File: src/rtl/nfc_regif_pkg.sv
package nfc_regif_pkg;

   localparam int BYTE_W = 8;
   localparam int OFF_W  = 3;

   localparam logic [OFF_W-1:0] OFF_MODE = 3'd4;
   localparam logic [OFF_W-1:0] OFF_STAT = 3'd5;
   localparam logic [OFF_W-1:0] OFF_ISR  = 3'd6;
   localparam logic [OFF_W-1:0] OFF_IMR  = 3'd7;

   localparam int MB_CLE     = 0;
   localparam int MB_ALE     = 1;
   localparam int MB_CE      = 4;
   localparam int MB_ECC_LSB = 5;
   localparam int MB_WP      = 7;
   localparam int IRQ_MASTER = 7;

   typedef enum logic [1:0] {
      ECC_OFF   = 2'b00,
      ECC_RUN   = 2'b01,
      ECC_DUMP  = 2'b10,
      ECC_CLEAR = 2'b11
   } ecc_code_e;

   typedef struct packed {
      logic data;
      logic mode;
      logic stat;
      logic isr;
      logic imr;
   } nfc_sel_t;

endpackage

File: src/rtl/nfc_addr_dec.sv
module nfc_addr_dec
   import nfc_regif_pkg::*;
#(
   parameter int ADDR_W = 4
) (
   input  logic [ADDR_W-1:0] addr,
   output nfc_sel_t          sel
);

   logic             in_page;
   logic [OFF_W-1:0] off;

   assign off = addr[OFF_W-1:0];

   generate
      if (ADDR_W > OFF_W) begin : g_wide
         assign in_page = (addr[ADDR_W-1:OFF_W] == '0);
      end else begin : g_exact
         assign in_page = 1'b1;
      end
   endgenerate

   always_comb begin
      sel      = '0;
      sel.data = in_page && !off[OFF_W-1];
      sel.mode = in_page && (off == OFF_MODE);
      sel.stat = in_page && (off == OFF_STAT);
      sel.isr  = in_page && (off == OFF_ISR);
      sel.imr  = in_page && (off == OFF_IMR);
   end

endmodule

File: src/rtl/nfc_mode_ctl.sv
module nfc_mode_ctl
   import nfc_regif_pkg::*;
(
   input  logic              clk,
   input  logic              rst_n,
   input  logic              wr,
   input  logic [BYTE_W-1:0] wdata,
   output logic [BYTE_W-1:0] mode_q,
   output logic              fl_cle,
   output logic              fl_ale,
   output logic              fl_ce_n,
   output logic              fl_wp,
   output logic              ecc_on,
   output logic              ecc_dump,
   output logic              ecc_clr
);

   ecc_code_e cur_code;
   ecc_code_e new_code;

   assign cur_code = ecc_code_e'(mode_q[MB_ECC_LSB +: 2]);
   assign new_code = ecc_code_e'(wdata[MB_ECC_LSB +: 2]);

   always_ff @(posedge clk) begin
      if (!rst_n) begin
         mode_q  <= '0;
         ecc_clr <= 1'b0;
      end else begin
         ecc_clr <= 1'b0;
         if (wr) begin
            mode_q <= wdata;
            case (new_code)
               ECC_RUN, ECC_CLEAR: ecc_clr <= 1'b1;
               default:            ecc_clr <= 1'b0;
            endcase
         end
      end
   end

   assign fl_cle   = mode_q[MB_CLE];
   assign fl_ale   = mode_q[MB_ALE];
   assign fl_ce_n  = !mode_q[MB_CE];
   assign fl_wp    = mode_q[MB_WP];
   assign ecc_on   = (cur_code == ECC_RUN);
   assign ecc_dump = (cur_code == ECC_DUMP);

endmodule

File: src/rtl/nfc_irq_ctl.sv
module nfc_irq_ctl
   import nfc_regif_pkg::*;
(
   input  logic              clk,
   input  logic              rst_n,
   input  logic              wr_isr,
   input  logic              wr_imr,
   input  logic              wr_data,
   input  logic [BYTE_W-1:0] wdata,
   output logic [BYTE_W-1:0] isr_q,
   output logic [BYTE_W-1:0] imr_q,
   output logic              irq
);

   localparam logic [BYTE_W-1:0] KEEP_MASK = BYTE_W'(1);

   always_ff @(posedge clk) begin
      if (!rst_n) begin
         isr_q <= '0;
         imr_q <= '0;
      end else begin
         if (wr_isr) begin
            isr_q <= wdata;
         end else if (wr_data) begin
            isr_q <= isr_q & KEEP_MASK;
         end
         if (wr_imr) begin
            imr_q <= wdata;
         end
      end
   end

   assign irq = imr_q[IRQ_MASTER] && |(imr_q & isr_q);

endmodule

File: src/rtl/nfc_rd_path.sv
module nfc_rd_path
   import nfc_regif_pkg::*;
#(
   parameter bit                RD_PIPE    = 1'b1,
   parameter logic [BYTE_W-1:0] STATUS_VAL = 8'h14
) (
   input  logic              clk,
   input  logic              rst_n,
   input  logic              rd,
   input  nfc_sel_t          sel,
   input  logic [BYTE_W-1:0] mode_q,
   input  logic [BYTE_W-1:0] isr_q,
   input  logic [BYTE_W-1:0] imr_q,
   input  logic [BYTE_W-1:0] fl_din,
   output logic [BYTE_W-1:0] rdata,
   output logic              fl_rd
);

   logic [BYTE_W-1:0] rd_mux;

   always_comb begin
      rd_mux = '0;
      if (sel.data)      rd_mux = fl_din;
      else if (sel.mode) rd_mux = mode_q;
      else if (sel.stat) rd_mux = STATUS_VAL;
      else if (sel.isr)  rd_mux = isr_q;
      else if (sel.imr)  rd_mux = imr_q;
   end

   always_ff @(posedge clk) begin
      if (!rst_n) fl_rd <= 1'b0;
      else        fl_rd <= rd && sel.data;
   end

   generate
      if (RD_PIPE) begin : g_reg
         logic [BYTE_W-1:0] rdata_q;
         always_ff @(posedge clk) begin
            if (!rst_n)  rdata_q <= '0;
            else if (rd) rdata_q <= rd_mux;
         end
         assign rdata = rdata_q;
      end else begin : g_comb
         assign rdata = rd ? rd_mux : '0;
      end
   endgenerate

endmodule

File: src/rtl/nfc_regif.sv
module nfc_regif
   import nfc_regif_pkg::*;
#(
   parameter int                ADDR_W     = 4,
   parameter bit                RD_PIPE    = 1'b1,
   parameter logic [BYTE_W-1:0] STATUS_VAL = 8'h14
) (
   input  logic              clk,
   input  logic              rst_n,
   input  logic [ADDR_W-1:0] reg_addr,
   input  logic [BYTE_W-1:0] reg_wdata,
   input  logic              reg_wr,
   input  logic              reg_rd,
   output logic [BYTE_W-1:0] reg_rdata,
   output logic              fl_cle,
   output logic              fl_ale,
   output logic              fl_ce_n,
   output logic              fl_wp,
   output logic [BYTE_W-1:0] fl_dout,
   output logic              fl_wr,
   input  logic [BYTE_W-1:0] fl_din,
   output logic              fl_rd,
   output logic              ecc_on,
   output logic              ecc_dump,
   output logic              ecc_clr,
   output logic              irq
);

   generate
      if (ADDR_W < OFF_W) begin : g_bad_addr_w
         $error("nfc_regif: ADDR_W must cover the eight register offsets");
      end
   endgenerate

   nfc_sel_t          sel;
   logic              wr_data;
   logic              wr_mode;
   logic              wr_isr;
   logic              wr_imr;
   logic [BYTE_W-1:0] mode_q;
   logic [BYTE_W-1:0] isr_q;
   logic [BYTE_W-1:0] imr_q;

   nfc_addr_dec #(.ADDR_W(ADDR_W)) u_dec (
      .addr (reg_addr),
      .sel  (sel)
   );

   assign wr_data = reg_wr && sel.data;
   assign wr_mode = reg_wr && sel.mode;
   assign wr_isr  = reg_wr && sel.isr;
   assign wr_imr  = reg_wr && sel.imr;

   always_ff @(posedge clk) begin
      if (!rst_n) begin
         fl_dout <= '0;
         fl_wr   <= 1'b0;
      end else begin
         fl_wr <= wr_data;
         if (wr_data) fl_dout <= reg_wdata;
      end
   end

   nfc_mode_ctl u_mode (
      .clk      (clk),
      .rst_n    (rst_n),
      .wr       (wr_mode),
      .wdata    (reg_wdata),
      .mode_q   (mode_q),
      .fl_cle   (fl_cle),
      .fl_ale   (fl_ale),
      .fl_ce_n  (fl_ce_n),
      .fl_wp    (fl_wp),
      .ecc_on   (ecc_on),
      .ecc_dump (ecc_dump),
      .ecc_clr  (ecc_clr)
   );

   nfc_irq_ctl u_irq (
      .clk     (clk),
      .rst_n   (rst_n),
      .wr_isr  (wr_isr),
      .wr_imr  (wr_imr),
      .wr_data (wr_data),
      .wdata   (reg_wdata),
      .isr_q   (isr_q),
      .imr_q   (imr_q),
      .irq     (irq)
   );

   nfc_rd_path #(.RD_PIPE(RD_PIPE), .STATUS_VAL(STATUS_VAL)) u_rd (
      .clk    (clk),
      .rst_n  (rst_n),
      .rd     (reg_rd),
      .sel    (sel),
      .mode_q (mode_q),
      .isr_q  (isr_q),
      .imr_q  (imr_q),
      .fl_din (fl_din),
      .rdata  (reg_rdata),
      .fl_rd  (fl_rd)
   );

endmodule

File: config.mk
export PLATFORM = sky130hd
export DESIGN_NAME = nfc_regif
export DESIGN_NICKNAME = d
export VERILOG_FILES = /design/src/rtl/nfc_regif_pkg.sv /design/src/rtl/nfc_addr_dec.sv /design/src/rtl/nfc_mode_ctl.sv /design/src/rtl/nfc_irq_ctl.sv /design/src/rtl/nfc_rd_path.sv /design/src/rtl/nfc_regif.sv
export SDC_FILE = /design/constraint.sdc
export NUM_CORES = 1
export LEC_CHECK = 0
export ABC_AREA = 1
export BUFFER_PORTS_ARGS = -buffer_cell sky130_fd_sc_hd__buf_4
export CORE_MARGIN = 5
export CORE_UTILIZATION = 52
export CTS_CLUSTER_DIAMETER = 150
export CTS_CLUSTER_SIZE = 8
export DETAILED_ROUTE_END_ITERATION = 8
export PLACE_DENSITY = 0.82
export SETUP_SLACK_MARGIN = 0.2
export SYNTH_ARGS = -nofsm -noshare
export SYNTH_HDL_FRONTEND = slang
export SYNTH_SLANG_ARGS = --single-unit
export TNS_END_PERCENT = 30
File: constraint.sdc
create_clock -name clk -period 1.4 [get_ports clk]
set_input_delay 0.42 -clock clk [delete_from_list [all_inputs] [get_ports clk]]
set_output_delay 0.42 -clock clk [all_outputs]
set_load 0.1 [all_outputs]
======== After elaboration in Yosys (flattened, before gate mapping) ========
Cells that the tools add are included.
storage, ports and cells
  bits in latches ......................... 0
  output and inout port bits .............. 26
  ROM bits ................................ 0
  memories kept ........................... 0
  bits of input ports ..................... 24
  word-level logic and storage cells ...... 44
  bits in writable memories ............... 0
  bits in registers ....................... 43
cells by class
  divide/modulo/power cells ............... 0
  $add $sub $neg .......................... 0
  multipliers ............................. 0
  shift operators ......................... 0
  reduce and logical (&&, ||, !) cells .... 17
  multiplexer cells ....................... 8
  bitwise operators ....................... 2
  equal/unequal tests ..................... 8
  magnitude comparators ................... 0
operators by type and width
  operator                                        number
  2-to-1 mux 8 bit                                7
  == test 3 bit (second input constant)           4
  logical AND 1 bit                               11
  bitwise AND 8 bit                               1
  OR reduction 8 bit                              1
  == test 2 x 1 -> 1 bit (second input constant)  2
  == test 2 bit (second input constant)           2
  zero test 1 bit                                 2
  AND reduction 2 bit                             1
  nonzero test 2 bit                              1
  OR reduction 2 bit                              1
  2-to-1 mux 1 bit                                1
  inverter 1 bit                                  1

======== Longest topological paths before layout ========
Gate-level depths: netlist (run 1).
  word-level depth ........................ 7
  mapped depth ............................ 7
  mapped depth without buffers ............ 7

======== By module ========
A second synthesis (run 1) with hierarchy kept.
unflattened totals
  cell total of the unflattened synthesis .. 312
  area total of the unflattened synthesis .. 2142.1 sq um
by module, submodules not included
  module        cells an instance  area each (sq um)  times used  sequential area each (sq um)
  nfc_rd_path   111                679.4              1           180.2
  nfc_irq_ctl   82                 616.8              1           320.3
  nfc_mode_ctl  46                 407.9              1           180.2
  nfc_regif     61                 390.4              1           180.2
  nfc_addr_dec  12                 47.5               1           0.0

======== Least setup slack after synthesis (run 1) ========
OpenSTA, ideal clock, no wires.
  path kind ............................... reg-to-output
  from .................................... register u_irq.imr_q[2]
  to ...................................... output irq
  arrival ................................. 1.960 ns
  required time ........................... 0.980 ns
  cell stages (with the launch flop) ...... 5
  setup slack ............................. -0.980 ns
  buffers on the path ..................... 0
  path through ............................ dfxtp_1 > nand2_1 > nand2_1 > a211oi_1 > a21oi_1
between the ends
  cells in the longest elaborated chain, start to end .. 3
RTL lines
  element                 RTL line           text
  start, declared         nfc_irq_ctl.sv:11  output logic [BYTE_W-1:0] imr_q,
  start signal, assigned  nfc_irq_ctl.sv:28  imr_q <= wdata;
  bitwise AND 8 bit       nfc_irq_ctl.sv:33  assign irq = imr_q[IRQ_MASTER] && |(imr_q & isr_q);
  OR reduction 8 bit      nfc_irq_ctl.sv:33
  logical AND 1 bit       nfc_irq_ctl.sv:33
  end, declared           nfc_regif.sv:26    output logic irq
Every way passes these cells.

======== Worst setup path in the final report (run 1) ========
  from .................................... register u_irq.isr_q[1]
  to ...................................... output irq
between the ends
  cells in the longest elaborated chain, start to end .. 3
RTL lines
  element                 RTL line           text
  start, declared         nfc_irq_ctl.sv:10  output logic [BYTE_W-1:0] isr_q,
  start signal, assigned  nfc_irq_ctl.sv:23  isr_q <= wdata;
  start signal, assigned  nfc_irq_ctl.sv:25  isr_q <= isr_q & KEEP_MASK;
  bitwise AND 8 bit       nfc_irq_ctl.sv:33
  OR reduction 8 bit      nfc_irq_ctl.sv:33
  logical AND 1 bit       nfc_irq_ctl.sv:33
Every way passes these cells.

==> results by group, run 1 <==
Power
  • Internal power: 1.84 mW
  • Tot Pwr: 2.72 mW
  • Clk pwr share: 28.4%
  • Psw: 0.878 mW
  • Sequential cell fraction of total power: 47.3%
  • Switching Share: 32.3%
  • Maximum vdd drop: 0.000912 V
  • PD cells: 853 nW/µm²
  • Combinational share of power: 24.3%
  • P_leak: 1.34 nW

Die
  • Die area: 5000 µm²
  • Ports: 50
  • Core area: 3610 µm²
  • Row count: 22
  • Die X: 70.7 µm
  • Starting Density: 53.2%
  • Die height: 70.7 µm

Worst setup path
  • CP Data Required Time: 0.98 ns
  • Startpoint Class: flop
  • Worst setup EP type: primary output
  • R2r setup slk: 0.26 ns
  • Worst R2R Start: u_mode.mode_q[1]
  • Arrival time worst endpoint: 1.30 ns
  • Reg2Reg Depth: 5
  • Critical path fanouts, max: 2
  • Crit path kind: flop to primary output
  • Worst r2r dst: u_rd.rdata[1]

Cells and area
  • Layout area overhead: 66.3%
  • Util after Layout: 88.4%
  • Fraction of layout cells with a size suffix above 1: 45.7%
  • Most common cell after layout, fill and taps aside: buf_4
  • Non-filler cells, final: 398
  • Most frequent cells in the layout: buf_4 (57), nand2_1 (50), a21oi_1 (29), nand3_1 (28), buf_12 (28)
  • ANT cells: 0
  • NumNets Final: 373

STA
  • Slew Viols, Final: 0
  • Final Skew: 0.00850 ns
  • Measured slew at the worst slew-check pin: 0.410 ns
  • Max_slew headroom: 72.6%
  • Final min period: 1.72 ns
  • RSZ-0062 raised after global routing: yes
  • TNS Setup: -0.424 ns
  • Final setup margin: -0.320 ns
  • F_max: 582 MHz
  • Final number of hold-violating endpoints: 0
  • Setup violators final: 3
  • Tcrit/Tclk final: 123%

Worst hold path
  • Min-delay worst type: input port to flop
  • Hold EP: fl_dout[5]
  • Worst Hold Launch: reg_wdata[5]
  • Hold Path Depth: 3

Drt
  • WL final: 8.76 mm
  • Met3 wire length: 856 µm
  • Routed vias: 2,581
  • Met2 wire len: 4.24 mm
  • Remaining DRCs: 0
  • Pre-Repair DR Iteration Count: 7
  • DR top layer: met4
  • Avg WL per Cell: 22.0 µm
  • Metal-1 WL: 2.91 mm
  • DR iter-0 viols: 495
  • Antenna viol nets, final: 0
  • Vias per inst: 6.48

Clock tree
  • CTS buffer count: 5
  • Worst-Skew Late Latency: 0.30 ns
  • CTS tree: built
  • Hold_buf cts: 0
  • Clock root cell: clkbuf_8
  • H-Tree Level Count: 2
  • Clock sinks: 43
  • CTS clk-pin slew, worst paths: 0.07 ns
  • Longest Clk Path Bufs: 2

Synthesis
  • Adder-Cell Fraction of Synth Area: 0%
  • Seq/Total Area, Yosys: 44.9%
  • Mean post-synth cell area: 7.26 µm²
  • Mux share of post-synthesis cell area: 0%
  • Post-Synth Simple-Gate Area: 31.1%
  • Mapped Cells: 264
  • Xor-xnor portion of the synthesized cell area: 0%
  • Compound-cell area share of the yosys netlist: 16.6%
  • Yosys reg bits: 43
  • Synthesized cell area: 1920 µm²
  • Combinational family with the most area after synthesis: simple AND/OR/NAND/NOR gates
  • Synth cell types: 25
  • Syn_nets: 288
  • Ys Warns: 0

GRT
  • Total track usage: 28.5%
  • Initial antenna violation count: 0
  • Vias in the first global route: 2,234
  • First-pass GRT wire length: 11.2 mm
  • GRT overflow: 0
  • Largest net degree at the start of global routing: 25

Placed design
  • Routability Congestion: 0.902
  • IO buf count: 49
  • DP Wirelength: 4.28 mm
  • Post-Place Cells: 379

Run
  • Max Cap Viol: 0

Status
  • Outcome: finished with violations
  • Failing checks: setup timing
## metal layers
layer	GRT usage, %	vias to the layer above
met5	0	-
met4	17.3	0
met1	31.6	1182
met3	6.39	90
li1	-	1052
met2	49.2	257
## kinds of logic (layout without fill, tap and decap cells)
| group | count (synthesis) | count (layout) |
|---|---|---|
| AO/OA/AOI/OAI | 60 | 60 |
| buffers and inverters | 32 | 118 |
| flip-flops | 43 | 43 |
| AND/OR/NAND/NOR | 129 | 129 |
## synthesized netlist by cell type
library cell,instances,area share (%)
buf_4,3,1.2
a21oi_1,31,8.1
o21ai_1,1,0.26
nand4_1,8,2.6
o21a_1,3,1.2
buf_2,2,0.52
nor2_1,27,5.3
a211oi_1,1,0.39
nor3_1,1,0.26
nor2_8,1,1.0
inv_2,2,0.39
a221oi_1,1,0.46
dfxtp_1,43,45
nor2_2,3,0.98
nand2_1,56,11
clkinv_2,1,0.26
a31o_2,1,0.46
o21ai_0,22,5.7
nor2_4,1,0.59
inv_1,18,3.5
nand2_2,2,0.65
nand3_1,29,7.6
nand4_4,1,1.1
buf_6,1,0.59
clkbuf_1,5,0.98
## through the flow
step           instance area [µm²]  hold slack, ns  setup WS (ns)
3_5_place_dp                  2600           0.447        -0.0886
4_1_cts                       3060           0.403         -0.299
6_report                      3190           0.394         -0.320
5_1_grt                       3190           0.406         -0.384
3_3_place_gp                  2600           0.437        -0.0253
2_1_floorplan                 1990           0.424        -0.0667
## power by group through the flow
stage / logic, mW / registers [mW] / clock network (mW)
after floorplan: 0.161 / 1.48 / 0
after global placement: 0.509 / 1.30 / 0
after detailed placement: 0.517 / 1.31 / 0
after CTS: 0.588 / 1.29 / 0.759
after global routing: 0.683 / 1.29 / 0.814
final: 0.661 / 1.29 / 0.771
## critical path, stage by stage, from the launching register on
cell and delay [ns]:
dfxtp_2 0.33, nand2_2 0.07, nand2_2 0.06, a211oi_2 0.15, buf_4 0.16, a21oi_4 0.05
buf_12 0.17
## final cells by class
| class | instances | area [µm²] |
|---|---|---|
| timing repair buffer | 89 | 1030 |
| multi-input combinational | 189 | 997 |
| sequential | 43 | 922 |
| fill | 148 | 419 |
| inverter | 21 | 92.6 |
| clock buffer | 7 | 76.3 |
| tap | 48 | 60.1 |
| clock inverter | 1 | 5.00 |
## sequential cells by signal, indices dropped and copies added (netlist names)
name and cells:
u_mode.ecc_clr 1, u_irq.imr_q 8, u_rd.fl_rd 1, fl_dout 8
fl_wr 1, u_rd.rdata 8, u_irq.isr_q 8, u_mode.mode_q 8
## how the worst max path moves through the flow
stage / start / end / slack (ns) / cells past startpoint
after floorplan: u_irq.imr_q[6] / irq / -0.07 / 4
after global placement: u_irq.imr_q[2] / irq / -0.03 / 6
after detailed placement: reg_addr[1] / u_mode.mode_q[0] / -0.09 / 5
after CTS: u_irq.isr_q[2] / irq / -0.30 / 6
after global routing: u_irq.isr_q[1] / irq / -0.38 / 6
final: u_irq.isr_q[1] / irq / -0.32 / 6
## repair_timing
item	in CTS	in global routing
setup endpoints to repair	26	50
pin swaps	3	7
setup buffers	3	8
resized for setup	95	27
Note: power is estimated with default switching activity, not from simulation.
==> run 2: changes to the inputs <==
--- a/config.mk
+++ b/config.mk
@@ -5,14 +5,14 @@
 export SDC_FILE = /design/constraint.sdc
 export NUM_CORES = 1
 export LEC_CHECK = 0
-export ABC_AREA = 1
+export ABC_AREA = 0
 export BUFFER_PORTS_ARGS = -buffer_cell sky130_fd_sc_hd__buf_4
 export CORE_MARGIN = 5
 export CORE_UTILIZATION = 52
 export CTS_CLUSTER_DIAMETER = 150
 export CTS_CLUSTER_SIZE = 8
 export DETAILED_ROUTE_END_ITERATION = 8
-export PLACE_DENSITY = 0.82
+export PLACE_DENSITY = 0.81
 export SETUP_SLACK_MARGIN = 0.2
 export SYNTH_ARGS = -nofsm -noshare
 export SYNTH_HDL_FRONTEND = slang
==> run 2 against run 1 <==
  * The flow still finishes with violations (setup timing)
  * Die area is 4.1% higher
  * Clock power is 11% higher
  * Non-clock buffer count is 7 lower
  * Clock-buffer cell count is 1 lower
  * Synthesized cell count is 20% lower
  * Critical path depth is 3 lower
  * Sequential power hardly changed
  * Via count is 20% lower
  * Maximum frequency is 4.1% higher
  * First-iteration DRC count is 61% lower
  * Cell count is 16% lower
  * Largest cell class is now multi-input gates
==> results by group, run 2 <==
Status
  • Outcome: finished with violations
  • Failing checks: setup timing

GRT
  • Met1 usage: 29.9%
  • Initial antenna violation count: 0
  • GRT Max-Usage Layer: met2
  • Total track usage: 27.9%
  • Vias in the first global route: 2,160
  • Met2 Use GR: 51.4%
  • Met3 usage: 7.34%
  • First-pass GRT wire length: 11.1 mm
  • Largest net degree at the start of global routing: 42
  • GRT overflow: 0

Worst setup path
  • Slowest cell on crit path: dfxtp_2
  • R2r setup slk: 0.14 ns
  • Worst setup EP type: primary output
  • Crit path kind: flop to primary output
  • Arrival time worst endpoint: 1.23 ns
  • Startpoint Class: flop
  • CP max stage delay: 0.34 ns
  • CP Data Required Time: 0.98 ns
  • Cell Chain, Critical Path: a22oi_2, a41oi_4, buf_12
  • Critical path fanouts, max: 2

STA
  • Min Hold Slack: 0.385 ns
  • Setup violators final: 3
  • F_max: 606 MHz
  • Slew Viols, Final: 0
  • Final number of hold-violating endpoints: 0
  • TNS Setup: -0.381 ns
  • Final Skew: 0.00439 ns
  • Max_slew headroom: 66.7%
  • Final setup margin: -0.252 ns
  • Tcrit/Tclk final: 118%
  • Measured slew at the worst slew-check pin: 0.499 ns
  • Final min period: 1.65 ns
  • RSZ-0062 raised after global routing: yes

Cells and area
  • ANT cells: 0
  • NumNets Final: 310
  • Layout area overhead: 59.4%
  • Multi-input logic area: 1140 µm²
  • Most common cell after layout, fill and taps aside: buf_4
  • Non-filler cells, final: 335
  • Most frequent cells in the layout: buf_4 (52), nand2_1 (39), buf_12 (28), dfxtp_2 (26), mux2i_1 (18)
  • Register area: 920 µm²
  • # fillers: 170
  • Fraction of layout cells with a size suffix above 1: 54.0%

Placed design
  • Pre-CTS setup slack: -0.0439 ns
  • IO buf count: 49
  • Routability Congestion: 0.838
  • DP Wirelength: 3.91 mm
  • Post-Place Cells: 321

Synthesis
  • Async SR Flop Fraction: 0%
  • Yosys reg bits: 43
  • Number of synthesized flops with an enable pin: 0
  • Leading area contributor after synthesis: dfxtp_1
  • Seq/Total Area, Yosys: 42.9%
  • Mean post-synth cell area: 9.52 µm²
  • Synth cell types: 37
  • Synth top cells by count: dfxtp_1 (43), nand2_1 (39), o21ai_0 (20), mux2i_1 (18), a21boi_0 (12)
  • Mapped Cells: 211
  • Area contributors post-synth: dfxtp_1 (43%), mux2i_1 (9.0%), nand2_1 (7.3%), o21ai_0 (5.0%), a21boi_0 (4.5%)
  • Yosys top cell area share: 42.9%
  • Ys Warns: 0
  • Synthesized cell area: 2010 µm²
  • Predominant post-synthesis flop cell: dfxtp_1
  • Count leader, synth: dfxtp_1
  • Syn_nets: 235

Clock tree
  • CTS clk-pin slew, worst paths: 0.08 ns
  • Clock sinks: 43
  • Worst-Skew Late Latency: 0.30 ns
  • H-Tree Level Count: 2
  • Clock root cell: clkbuf_8
  • Longest Clk Path Bufs: 2
  • CTS buffer count: 5
  • CTS tree: built

Drt
  • Remaining DRCs: 0
  • WL final: 7.22 mm
  • Vias per inst: 6.17
  • Antenna viol nets, final: 0
  • Pre-Repair DR Iteration Count: 7
  • Routed vias: 2,066
  • DR iter-0 viols: 195
  • Avg WL per Cell: 21.6 µm

Run
  • Max Cap Viol: 0

Power
  • Maximum vdd drop: 0.000834 V
  • PD cells: 831 nW/µm²
  • Tot Pwr: 2.66 mW
  • P_leak: 1.29 nW

Die
  • Die X: 72.1 µm
  • Starting Density: 54.4%
  • Die height: 72.1 µm
  • Core area: 3690 µm²
  • Row count: 22
  • Die area: 5200 µm²
  • Ports: 50

Worst hold path
  • Min-delay worst type: input port to flop
run 2: metal layers:
metal	share of wire [%]	up-vias	wire, µm
li1	-	897	-
met1	34	985	2440
met2	51	147	3720
met3	10	37	719
met4	4.8	0	343
met5	0	-	0
run 2: critical path: cells and delay by family (launching register included):
kind,cells,cell delay (ns)
compound gates,2,0.41
buf+inv,1,0.19
flops,1,0.34
run 2: kinds of logic after synthesis:
kind of cell | after synthesis | synth area share [%]
mux | 24 | 12.3
simple gates | 74 | 21.1
flops | 43 | 42.9
buf+inv | 17 | 6.04
compound gates | 53 | 17.7
run 2: final cells by class:
class | instances | area share [%]
sequential | 43 | 28.7
inverter | 3 | 0.352
multi-input combinational | 151 | 35.6
clock inverter | 2 | 0.508
tap | 48 | 1.88
timing repair buffer | 82 | 30.4
clock buffer | 6 | 2.58
run 2: what timing repair did:
action	in CTS	in global routing
setup buffers	4	2
hold buffers	0	0
cloned	0	0
pin swaps	2	6
endpoints found under the setup margin	26	33
resized for setup	105	17
run 2: per-stage QoR:
step                instance area (µm²)  utilization (%)
global route                       3200             86.8
CTS                                3130             84.9
floorplan                          2090                -
finish                             3200             86.8
detailed placement                 2630             71.4
global placement                   2630             71.4
run 2: final timing paths:
path / startpoint / endpoint / cells after the start
max: u_irq.isr_q[4] / irq / 3
min: reg_wdata[4] / fl_dout[4] / 3
max reg2reg: u_irq.isr_q[0] / u_rd.rdata[0] / 4
min reg2reg: u_rd.rdata[5] / u_rd.rdata[5] / 2
run 2: power breakdown:
part | internal, mW | switching [mW]
Combinational | 0.212 | 0.321
Clock | 0.403 | 0.455
Sequential | 1.24 | 0.0272
